[config.mk]
export PLATFORM = sky130hd
export DESIGN_NAME = pg_monitor
export DESIGN_NICKNAME = d
export VERILOG_FILES = /design/src/rtl/pgm_pkg.sv /design/src/rtl/pg_qualify.sv /design/src/rtl/pg_persist.sv /design/src/rtl/pg_monitor.sv
export SDC_FILE = /design/constraint.sdc
export NUM_CORES = 1
export LEC_CHECK = 0
export BUFFER_PORTS_ARGS = -buffer_cell sky130_fd_sc_hd__buf_2
export CORE_AREA = 8 8 45 47
export DETAILED_ROUTE_END_ITERATION = 6
export DIE_AREA = 0 0 53 55
export PLACE_DENSITY_LB_ADDON = 0.15
export SYNTH_ARGS = -nofsm -noshare
export SYNTH_HDL_FRONTEND = slang
export SYNTH_SLANG_ARGS = --single-unit
export TNS_END_PERCENT = 10
[constraint.sdc]
create_clock -name clk -period 2.2 [get_ports clk]
set_input_delay 0.22 -clock clk [delete_from_list [all_inputs] [get_ports clk]]
set_output_delay 0.22 -clock clk [all_outputs]
set_load 0.03 [all_outputs]
[src/rtl/pgm_pkg.sv]
package pgm_pkg;
    typedef enum logic {
        PG_LOW  = 1'b0,
        PG_GOOD = 1'b1
    } pg_state_e;
endpackage

[src/rtl/pg_qualify.sv]
// Chooses the flag that is pending in the current state and collects the forcing conditions.
module pg_qualify
    import pgm_pkg::*;
(
    input  pg_state_e state_q,
    input  logic      enable,
    input  logic      vout_hi,
    input  logic      vout_lo,
    input  logic      ss_done,
    input  logic      fault_latched,
    output logic      force_low,
    output logic      pending
);
    always_comb begin
        force_low = fault_latched | ~enable | ~ss_done;
        if (state_q == PG_GOOD) begin
            pending = vout_lo & ~force_low;
        end else begin
            pending = vout_hi & ~force_low;
        end
    end
endmodule

[src/rtl/pg_persist.sv]
// Persistence window: counts consecutive pending cycles and flags expiry on the last one.
module pg_persist #(
    parameter int DELAY_CYC = 1250,
    parameter int CW        = $clog2(DELAY_CYC + 1)
) (
    input  logic          pending,
    input  logic [CW-1:0] cnt_q,
    output logic [CW-1:0] cnt_d,
    output logic          expire
);
    localparam logic [CW-1:0] LAST = CW'(DELAY_CYC - 1);

    always_comb begin
        expire = pending && (cnt_q == LAST);
        if (pending && !expire) begin
            cnt_d = cnt_q + 1'b1;
        end else begin
            cnt_d = '0;
        end
    end
endmodule

[src/rtl/pg_monitor.sv]
module pg_monitor
    import pgm_pkg::*;
#(
    parameter int DELAY_CYC = 1250
) (
    input  logic clk,
    input  logic rst_n,
    input  logic enable,
    input  logic vout_hi,
    input  logic vout_lo,
    input  logic ss_done,
    input  logic fault_latched,
    output logic pg_pulldown
);
    localparam int CW = $clog2(DELAY_CYC + 1);

    typedef struct packed {
        pg_state_e     st;
        logic [CW-1:0] cnt;
    } pg_regs_t;

    pg_regs_t s_d, s_q;

    logic          force_low;
    logic          pending;
    logic          expire;
    logic [CW-1:0] cnt_nx;

    pg_qualify u_qual (
        .state_q       (s_q.st),
        .enable        (enable),
        .vout_hi       (vout_hi),
        .vout_lo       (vout_lo),
        .ss_done       (ss_done),
        .fault_latched (fault_latched),
        .force_low     (force_low),
        .pending       (pending)
    );

    pg_persist #(.DELAY_CYC(DELAY_CYC), .CW(CW)) u_persist (
        .pending (pending),
        .cnt_q   (s_q.cnt),
        .cnt_d   (cnt_nx),
        .expire  (expire)
    );

    always_comb begin
        s_d = s_q;
        if (force_low) begin
            s_d.st  = PG_LOW;
            s_d.cnt = '0;
        end else begin
            s_d.cnt = cnt_nx;
            if (expire) begin
                s_d.st = (s_q.st == PG_GOOD) ? PG_LOW : PG_GOOD;
            end
        end
    end

    always_ff @(posedge clk or negedge rst_n) begin
        if (!rst_n) begin
            s_q <= '{st: PG_LOW, cnt: '0};
        end else begin
            s_q <= s_d;
        end
    end

    assign pg_pulldown = (s_q.st != PG_GOOD);
endmodule

==> implementation parameters, run 1 <==
Parameter                              Value

CTS
  Master cell of the clock root buffer    sky130_fd_sc_hd__clkbuf_4
  Clock tree from TritonCTS    done
  Count of buffers added by post-CTS timing repair for setup    0
  Number of sinks handled by clock tree synthesis    12
  Largest buffer count on any clock path    2
  H-tree depth    1
  Number of CTS-inserted buffers    3
  Clock latency on the worst-skew pair    0.27 ns
  CTS clock-pin slew for the worst setup and hold paths    around 0.080 ns
  Post-cts hold buffer count    1
  Resize count post-CTS    0

Logic synthesis
  Dominant combinational cell family by area after synthesis    simple AND/OR/NAND/NOR gates
  Area share of the largest cell type after synthesis    between 40% and 50%
  Syn nets    73
  Fraction of the mapped netlist area in simple logic gates    25.96%
  Cell area after synthesis    approximately 650 sq um
  Number of instances in the synthesized netlist    64
  Top cells by area, synth    sky130_fd_sc_hd__dfrtp_1, sky130_fd_sc_hd__a211oi_1, sky130_fd_sc_hd__or4_1
  Post-synthesis cell type count    25
  Yosys top cell by area    sky130_fd_sc_hd__dfrtp_1
  Flops & latches, synth    12
  Post-Synth XOR/XNOR Area    4.038%
  Sequential element share of the synthesized area    roughly 46%
  Yosys warning count    0
  Share of synthesized area spent on multiplexers    0%
  Avg Inst Size Synth    ~10 sq um
  Fraction of the mapped netlist area in compound gates    about 17%
  Synthesized-area fraction occupied by adder cells    between 3 and 4%

Detailed routing
  1st-pass router iterations    4
  Via count of the routed design    around 540
  Detailed-route vias per instance    slightly below 6
  DR iter-0 viols    3
  Aggregate routed wire length    roughly 1.3 mm
  Drc violations    0
  Post-DRT Antenna Nets    0
  Average wire length per cell after detail routing    about 14 microns

Floorplanning
  Placeable core area    approximately 0.0014 sq mm
  Starting Density    between 40% and 50%
  Die Footprint    roughly 0.0029 sq mm
  Die width    between 50 and 60 microns
  Chip height    roughly 55 microns
  FP Rows    14
  # IOs    8

STA
  Final critical-path required period    between 1.5 and 2 ns
  Number of pins with negative max-slew slack in the final report    0
  Worst slew margin relative to its limit    72.98%
  Number of failing hold endpoints at the final stage    0
  Total Negative Setup Slacks    0 ns
  Max Fclk    between 0.5 and 0.6 GHz
  Least-Margin Pin Slew    approximately 0.4 ns
  Worst clock skew on the final layout    around 0.0060 ns
  # setup viols final    0
  Setup repair after global routing missed its margin    no
  Final worst-path cycle share    76.41%

Placement
  Sum of net half-perimeters after detailed placement    982.1 microns
  Weighted congestion reported at the end of routability-driven placement    0.7573
  PortBufs    7

Layout
  Flip-flop count of the largest register after layout    12
  Antenna diode count    0
  Commonest non-fill, non-tap cell in the layout    sky130_fd_sc_hd__dfrtp_1
  Post-Route Utilization    a little over half
  Area growth syn-to-layout    16.15%
  Largest register by flop count    s_q
  Highest-count cells in the layout ignoring fill and taps    sky130_fd_sc_hd__dfrtp_1, sky130_fd_sc_hd__buf_2, sky130_fd_sc_hd__nor3_1
  Largest registers ranked by flip-flop count    s_q (12)
  Nets@finish    86
  Fraction of final layout cells sized beyond drive strength 1    between 20% and 30%

Pwr
  Pwr dens    543.8 mW/mm^2
  Total leakage power    0.0002855 uW
  PnR Total Power    about 400 uW
  Largest voltage drop on the vdd net    approximately 320 uV

Worst setup path
  Series of cell instances along the critical path    ha_1 -> nand4_1 -> or4_1 -> a211oi_2
  Critical Path RT    2.40 ns
  Critical-path cell with the highest stage delay    sky130_fd_sc_hd__or4_1
  Kind of capture point of the worst setup path    flip-flop
  Combined buffer and inverter count along the critical path    0
  Critical path type    reg -> reg
  Crit path largest cell delay    ~0.54 ns
  Startpoint type of the worst setup path    flip-flop
  Maximum fanout along the worst path    6
  Crit path arrival time    roughly 1.9 ns
  CP delay by family, top    simple AND/OR/NAND/NOR gates

Global route
  Maximum number of pins on one net before global-route repair    13
  GRT Residual Overflow    0
  Global-route wire length before repair    about 2.3 mm
  Total global routing track utilization    10.82%
  Vias in the first global route    between 500 and 600
  Antenna violations before repair    0

Job
  Max-cap check violation count    0

Status
  Run status    finished, final reports clean

Min path
  Worst hold path class    in -> reg
layer usage:
layer / part of all wire (%) / up-vias / global-route usage, %
met2: 50 / 13 / 16.99
met5: 0 / - / 0
li1: - / 275 / -
met1: 43 / 254 / 11.72
met4: 0 / 0 / 5.603
met3: 6.4 / 0 / 5.615
path summary, 6_finish.rpt:
path / from / end / slack (ns) / depth (start not counted)
worst max-delay path: s_q[0]$_DFF_PN0_ / s_q[10]$_DFF_PN0_ / 0.52 / 4
worst min-delay path: vout_hi / s_q[11]$_DFFE_PN0P_ / 0.33 / 4
worst max register to register: s_q[0]$_DFF_PN0_ / s_q[10]$_DFF_PN0_ / 0.52 / 4
worst min register to register: s_q[0]$_DFF_PN0_ / s_q[0]$_DFF_PN0_ / 0.54 / 1
max in group asynchronous: rst_n / s_q[2]$_DFF_PN0_ / 1.64 / 2
min in group asynchronous: rst_n / s_q[8]$_DFF_PN0_ / 0.34 / 2
Yosys cell counts (all sizes together):
cell type  count
o21ai          3
inv            4
a211oi         5
clkbuf         1
or4            4
ha             2
nand4bb        1
and3b          1
dfrtp         12
nand2b         1
nand4          2
o31ai          3
nor3           6
nand2          4
or3            4
xnor2          1
o41ai          1
a21oi          1
xor2           2
nand3          4
a21bo          1
a21boi         1
cells by family after synthesis:
logic type      Yosys count
buf+inv                   5
fa+ha+maj                 2
simple gates             27
flops                    12
xor+xnor                  3
compound gates           15
where the power goes:
group | internal (uW) | switching, uW
logic | 7.06 | 8.28
clock network | 101 | 73.4
registers | 221 | 0.701
stage by stage:
stage          cell area (sq um)  hold slack, ns  setup slack [ns]  instances
6_report                   755.7          0.3329            0.5189         92
5_1_grt                    755.7          0.3577            0.4490         92
4_1_cts                    755.7          0.3213            0.5176         92
2_1_floorplan              650.6        -0.07559            0.6561         64
3_3_place_gp               709.4          0.1110            0.5819         87
3_5_place_dp               709.4          0.1105            0.5304         87
final cells by class:
cell class                 count  area (sq um)
timing repair buffer           9         52.55
clock buffer                   4         36.28
sequential                    12         300.3
multi-input combinational     47         331.6
fill                         130         628.1
tap                           16         20.02
inverter                       4         15.01
worst min-delay path, cell delays in order:
cell	delay [ns]
sky130_fd_sc_hd__buf_2	0.09
sky130_fd_sc_hd__nand2b_1	0.07
sky130_fd_sc_hd__or4_1	0.11
sky130_fd_sc_hd__a21boi_1	0.07
No activity file was read; power rests on OpenSTA's default activity.
==> run 2, diff against run 1 <==
CORE_AREA = unset   (was 8 8 45 47)
CORE_MARGIN = 8   (was unset)
CORE_UTILIZATION = 48   (was unset)
DIE_AREA = unset   (was 0 0 53 55)
clock period = 1.5 ns   (was 2.2 ns; I/O delays follow)
==> implementation parameters, run 2 (same netlist as run 1, synthesis figures left out) <==
Parameter                              Value

Placement
  Sum of net half-perimeters after detailed placement    1.030 mm (+4.8%)
  Placed Instance Area    755.7 sq um (+6.5%)
  PortBufs    7 (unchanged)
  Weighted congestion reported at the end of routability-driven placement    0.7255 (-4.2%)
  Cell count after placement    92 (+5.7%)

STA
  Setup repair after global routing missed its margin    yes
  Post-layout worst setup margin    -0.009824 ns (-0.5287 ns)
  Final critical-path required period    1.510 ns (-0.1713 ns)
  # setup viols final    2 (+2)
  Final worst-path cycle share    100.7% (+24 points)
  Number of pins with negative max-slew slack in the final report    0 (unchanged)
  Least-Margin Pin Slew    0.3393 ns (-0.06381 ns)
  Worst clock skew on the final layout    0.002467 ns (-0.003501 ns)
  Worst slew margin relative to its limit    77.08% (+4.1 points)
  Max Fclk    0.6623 GHz (+11%)
  Number of failing hold endpoints at the final stage    0 (unchanged)

Detailed routing
  Detailed-route vias per instance    5.842 (-0.84%)
  Via count of the routed design    590 (+8.9%)
  Drc violations    0 (unchanged)
  Aggregate routed wire length    1.536 mm (+19%)
  Post-DRT Antenna Nets    0 (unchanged)
  1st-pass router iterations    4 (unchanged)
  Average wire length per cell after detail routing    15.21 microns (+8.6%)
  DR iter-0 viols    19 (+16)

Layout
  Largest registers ranked by flip-flop count    s_q (12)
  Number of filler instances in the final layout    101 (-22%)
  Largest register by flop count    s_q
  Count of non-filler cells in the finished layout    101 (+9.8%)
  Multi-input gate area    361.6 sq um (+9.1%)
  Antenna diode count    0 (unchanged)
  Post-route design area    853.3 sq um (+13%)
  Area growth syn-to-layout    31.15%
  Reg area    300.3 sq um (unchanged)
  Highest-count cells in the layout ignoring fill and taps    sky130_fd_sc_hd__buf_4, sky130_fd_sc_hd__dfrtp_1, sky130_fd_sc_hd__buf_2
  Fraction of final layout cells sized beyond drive strength 1    38.37% (+17 points)
  Flip-flop count of the largest register after layout    12 (unchanged)
  Nets@finish    97 (+13%)

CTS
  Master cell of the clock root buffer    sky130_fd_sc_hd__clkbuf_4
  CTS clock-pin slew for the worst setup and hold paths    0.07 ns (about the same)
  Number of CTS-inserted buffers    3 (unchanged)
  H-tree depth    1 (unchanged)
  Largest buffer count on any clock path    2 (unchanged)
  Clock tree from TritonCTS    done
  Clock latency on the worst-skew pair    0.28 ns (about the same)
  Number of sinks handled by clock tree synthesis    12 (unchanged)

Pwr
  Sw frac    22.53% (+2.5 points)
  Fraction of power consumed by the clock network    36.7% (-5.6 points)
  Pwr dens    648.4 mW/mm^2 (+19%)
  Largest voltage drop on the vdd net    532.8 uV (+66%)
  Combinational share of power    4.6% (+0.9 points)
  Switching Power    124.7 uW (+51%)
  Part of the power in registers    58.7% (+4.8 points)
  PnR Total Power    553.3 uW (+35%)
  Total leakage power    0.0003354 uW (+17%)
  Cell Int Power    428.6 uW (+30%)

Min path
  Worst hold path class    in -> reg

Worst setup path
  Critical Path RT    1.70 ns (-0.70 ns)
  Startpoint type of the worst setup path    flip-flop
  Critical path type    reg -> reg
  Crit path arrival time    1.71 ns (-0.17 ns)
  Kind of capture point of the worst setup path    flip-flop
  Maximum fanout along the worst path    4 (-2)

Floorplanning
  FP Rows    13 (-1)
  Placeable core area    0.001285 sq mm (-7.1%)
  Chip height    52.82 microns (-4.0%)
  Die Footprint    0.002789 sq mm (-4.3%)
  Die width    52.82 microns (-0.35%)
  # IOs    8 (unchanged)
  Starting Density    50.63% (+3.6 points)

Global route
  GRT Residual Overflow    0 (unchanged)
  Total global routing track utilization    12.31% (+1.5 points)
  Vias in the first global route    570 (+9.8%)
  Antenna violations before repair    0 (unchanged)
  Maximum number of pins on one net before global-route repair    13 (unchanged)
  Global-route wire length before repair    2.511 mm (+10%)

Status
  Run status    complete, but fails checks
  Failing checks    negative setup slack

Job
  Max-cap check violation count    0 (unchanged)
==> run 2: layout make-up <==
type	instances	share of cell area, %
clock buffer	3	2.639
inverter	4	1.760
multi-input combinational	47	42.38
sequential	12	35.19
tap	15	2.199
timing repair buffer	20	15.84
==> run 2: repair_timing <==
item                                   in CTS  in global routing
setup buffers                               1                  4
gates resized for setup                     0                  6
pin swaps                                   1                  5
hold buffers                                1                  0
setup endpoints to repair                   2                  5
gates cloned                                0                  0
endpoints found under the hold margin      12                  0
==> run 2: path summary, 6_finish.rpt <==
kind	from	to	slack (ns)	depth (start not counted)
worst min register to register	s_q[11]$_DFFE_PN0P_	s_q[11]$_DFFE_PN0P_	0.58	2
worst min-delay path	vout_lo	s_q[11]$_DFFE_PN0P_	0.24	4
min in group asynchronous	rst_n	s_q[8]$_DFF_PN0_	0.27	2
max in group asynchronous	rst_n	s_q[0]$_DFF_PN0_	1.01	2
worst max-delay path	s_q[1]$_DFF_PN0_	s_q[10]$_DFF_PN0_	-0.01	4
worst max register to register	s_q[1]$_DFF_PN0_	s_q[10]$_DFF_PN0_	-0.01	4
==> run 2: critical path, cell delays in order (launching register included) <==
cell	delay, ns
sky130_fd_sc_hd__dfrtp_1	0.38
sky130_fd_sc_hd__ha_2	0.19
sky130_fd_sc_hd__nand4_1	0.15
sky130_fd_sc_hd__or4_1	0.52
sky130_fd_sc_hd__a211oi_2	0.19
==> run 2: power by group through the flow <==
| stage | registers (uW) | clock network (uW) | logic (uW) |
|---|---|---|---|
| after detailed placement | 331 | 0 | 23.2 |
| after CTS | 325 | 207 | 25.2 |
| after global routing | 325 | 223 | 29.5 |
| final | 325 | 203 | 25.5 |
| after global placement | 331 | 0 | 22.9 |
| after floorplan | 331 | 0 | 6.56 |
==> run 2: layer usage <==
layer / track usage (%) / wire, microns / vias up
met5: 0 / 0 / -
met4: 9.052 / 46 / 0
met3: 3.693 / 49 / 4
met2: 19.34 / 757 / 7
met1: 13.58 / 683 / 288
li1: - / - / 291
==> run 2: per-stage QoR <==
step	util, %	hold WS [ns]	worst slack [ns]	TNS [ns]
after floorplan	-	-0.1456	0.02892	0
after global placement	58.81	0.04477	0.01543	0
after detailed placement	58.81	0.04302	-0.0004319	-0.0004319
after CTS	61.93	0.2316	0.003418	0
after global routing	66.41	0.2752	-0.07714	-0.1901
final	66.41	0.2432	-0.009824	-0.01656
==> run 3, diff against run 2 <==
GPL_TIMING_DRIVEN = 0   (was unset)
==> implementation parameters, run 3 (same netlist as run 1, synthesis figures left out) <==
Parameter                              Value

Floorplanning
  FP Rows    13 (unchanged)
  Starting Density    50.63% (unchanged)
  Placeable core area    0.001285 sq mm (unchanged)
  Chip height    52.82 microns (unchanged)
  Die Footprint    0.002789 sq mm (unchanged)
  Die width    52.82 microns (unchanged)
  # IOs    8 (unchanged)

STA
  Post-layout worst setup margin    -0.05640 ns (-0.04658 ns)
  Worst slew margin relative to its limit    65.45% (-12 points)
  Setup repair after global routing missed its margin    yes
  Worst clock skew on the final layout    0.007744 ns (+0.005277 ns)
  Final critical-path required period    1.556 ns (+0.04658 ns)
  Max Fclk    0.6425 GHz (-3.0%)
  Number of pins with negative max-slew slack in the final report    0 (unchanged)
  # setup viols final    5 (+3)
  Final worst-path cycle share    103.8% (+3.1 points)
  Least-Margin Pin Slew    0.5182 ns (+0.1790 ns)
  Number of failing hold endpoints at the final stage    0 (unchanged)

CTS
  Largest buffer count on any clock path    2 (unchanged)
  Clock latency on the worst-skew pair    0.28 ns (about the same)
  Number of CTS-inserted buffers    3 (unchanged)
  Number of sinks handled by clock tree synthesis    12 (unchanged)
  CTS clock-pin slew for the worst setup and hold paths    0.08 ns (about the same)
  Master cell of the clock root buffer    sky130_fd_sc_hd__clkbuf_4
  H-tree depth    1 (unchanged)
  Clock tree from TritonCTS    done

Layout
  Flip-flop count of the largest register after layout    12 (unchanged)
  Count of non-filler cells in the finished layout    101 (unchanged)
  Antenna diode count    0 (unchanged)
  Largest register by flop count    s_q
  Highest-count cells in the layout ignoring fill and taps    sky130_fd_sc_hd__dfrtp_1, sky130_fd_sc_hd__buf_4, sky130_fd_sc_hd__buf_2
  Commonest non-fill, non-tap cell in the layout    sky130_fd_sc_hd__dfrtp_1
  Fraction of final layout cells sized beyond drive strength 1    38.37% (unchanged)
  Largest registers ranked by flip-flop count    s_q (12)
  Nets@finish    96 (-1.0%)
  Area growth syn-to-layout    34.81%

Min path
  Worst hold path class    in -> reg
  Hold Path Stages    4 (unchanged)

Detailed routing
  1st-pass router iterations    4 (unchanged)
  DR iter-0 viols    14 (-5)
  Average wire length per cell after detail routing    15.92 microns (+4.7%)
  Post-DRT Antenna Nets    0 (unchanged)
  Via count of the routed design    605 (+2.5%)
  Drc violations    0 (unchanged)
  Detailed-route vias per instance    5.990 (+2.5%)
  Aggregate routed wire length    1.608 mm (+4.7%)

Job
  Max-cap check violation count    0 (unchanged)

Placement
  PortBufs    7 (unchanged)
  Cell count after placement    86 (-6.5%)
  Weighted congestion reported at the end of routability-driven placement    0.7684 (+5.9%)
  Sum of net half-perimeters after detailed placement    948.5 microns (-7.9%)

Pwr
  Pwr dens    703.2 mW/mm^2 (+8.4%)
  PnR Total Power    616.7 uW (+11%)
  Largest voltage drop on the vdd net    437.1 uV (-18%)
  Total leakage power    0.0003360 uW (+0.17%)

Worst setup path
  Crit path arrival time    1.76 ns (+0.05 ns)
  Crit path largest cell delay    0.52 ns (about the same)
  Kind of capture point of the worst setup path    flip-flop
  Register-to-register setup slack    -0.06 ns (-0.05 ns)
  Critical path type    reg -> reg
  Series of cell instances along the critical path    or3_4 -> or4_1 -> a21boi_1
  Critical-path cell with the highest stage delay    sky130_fd_sc_hd__or4_1
  Critical Path RT    1.71 ns (about the same)
  Startpoint type of the worst setup path    flip-flop
  Worst reg2reg path depth    3 (-1)
  Maximum fanout along the worst path    3 (-1)

Global route
  Total global routing track utilization    12.90% (+0.59 points)
  Antenna violations before repair    0 (unchanged)
  Vias in the first global route    585 (+2.6%)
  GRT Residual Overflow    0 (unchanged)
  Maximum number of pins on one net before global-route repair    13 (unchanged)
  Global-route wire length before repair    2.628 mm (+4.7%)

Status
  Failing checks    negative setup slack
  Run status    complete, but fails checks
## run 3: changes by cell type in the layout (fill, tap and decap cells not counted)
cell                       delta
sky130_fd_sc_hd__a21boi_1     +1
sky130_fd_sc_hd__a21boi_2     -1
sky130_fd_sc_hd__buf_4        -2
sky130_fd_sc_hd__clkbuf_1     +1
sky130_fd_sc_hd__clkbuf_8     +1
sky130_fd_sc_hd__nor3_2       -1
sky130_fd_sc_hd__nor3_4       +1
sky130_fd_sc_hd__o31ai_1      -1
sky130_fd_sc_hd__o31ai_4      +1
sky130_fd_sc_hd__or3_1        -1
sky130_fd_sc_hd__or3_4        +1
## run 3: final cells by class
cell class	instances	area, sq um
fill	106	407.9
multi-input combinational	47	382.9
sequential	12	300.3
timing repair buffer	18	120.1
clock buffer	4	36.28
tap	15	18.77
inverter	4	15.01
buffer	1	3.754
## run 3: path summary, 6_finish.rpt
| path | from | endpoint |
|---|---|---|
| worst max-delay path | s_q[9]$_DFF_PN0_ | s_q[11]$_DFFE_PN0P_ |
| worst min-delay path | vout_lo | s_q[5]$_DFF_PN0_ |
| worst max register to register | s_q[9]$_DFF_PN0_ | s_q[11]$_DFFE_PN0P_ |
| worst min register to register | s_q[10]$_DFF_PN0_ | s_q[10]$_DFF_PN0_ |
| max in group asynchronous | rst_n | s_q[4]$_DFF_PN0_ |
| min in group asynchronous | rst_n | s_q[8]$_DFF_PN0_ |
## run 3: layer usage
layer / global-route usage, % / wire (microns) / vias up
li1: - / - / 289
met1: 14.31 / 668 / 295
met2: 21.09 / 831 / 14
met3: 3.693 / 61 / 7
met4: 7.759 / 47 / 0
met5: 0 / 0 / -
## run 3: repair_timing
item / in CTS / in global routing
gates resized for setup: 3 / 6
hold buffers: 1 / 0
pin swaps: 5 / 4
buffers inserted: 10 / 0
setup endpoints to repair: 11 / 11
hold endpoints to repair: 12 / 0
gates cloned: 0 / 0
## run 3: worst max-delay path: cells and delay by family, from the launching register on
family           cells  cell delay, ns
AND/OR/NAND/NOR      2            0.92
AO/OA/AOI/OAI        1            0.16
flip-flops           1            0.40
## run 3: through the flow
| step | hold WS (ns) | setup slack [ns] | TNS (ns) | area, sq um | util (%) |
|---|---|---|---|---|---|
| after global placement | 0.04166 | -0.1733 | -1.602 | 706.9 | 55.01 |
| final | 0.2241 | -0.05640 | -0.1991 | 877.1 | 68.26 |
| after CTS | 0.2240 | -0.05208 | -0.07405 | 844.6 | 65.73 |
| after global routing | 0.2455 | -0.1191 | -0.9983 | 877.1 | 68.26 |
| after floorplan | -0.1456 | 0.02892 | 0 | 653.1 | - |
| after detailed placement | 0.03894 | -0.1646 | -1.537 | 706.9 | 55.01 |
## run 3: where the power goes
part | internal, uW | switching [uW] | leakage [uW]
Clock | 148 | 118 | 0.0000210
Combinational | 12.2 | 13.3 | 0.000147
Sequential | 324 | 1.00 | 0.000167
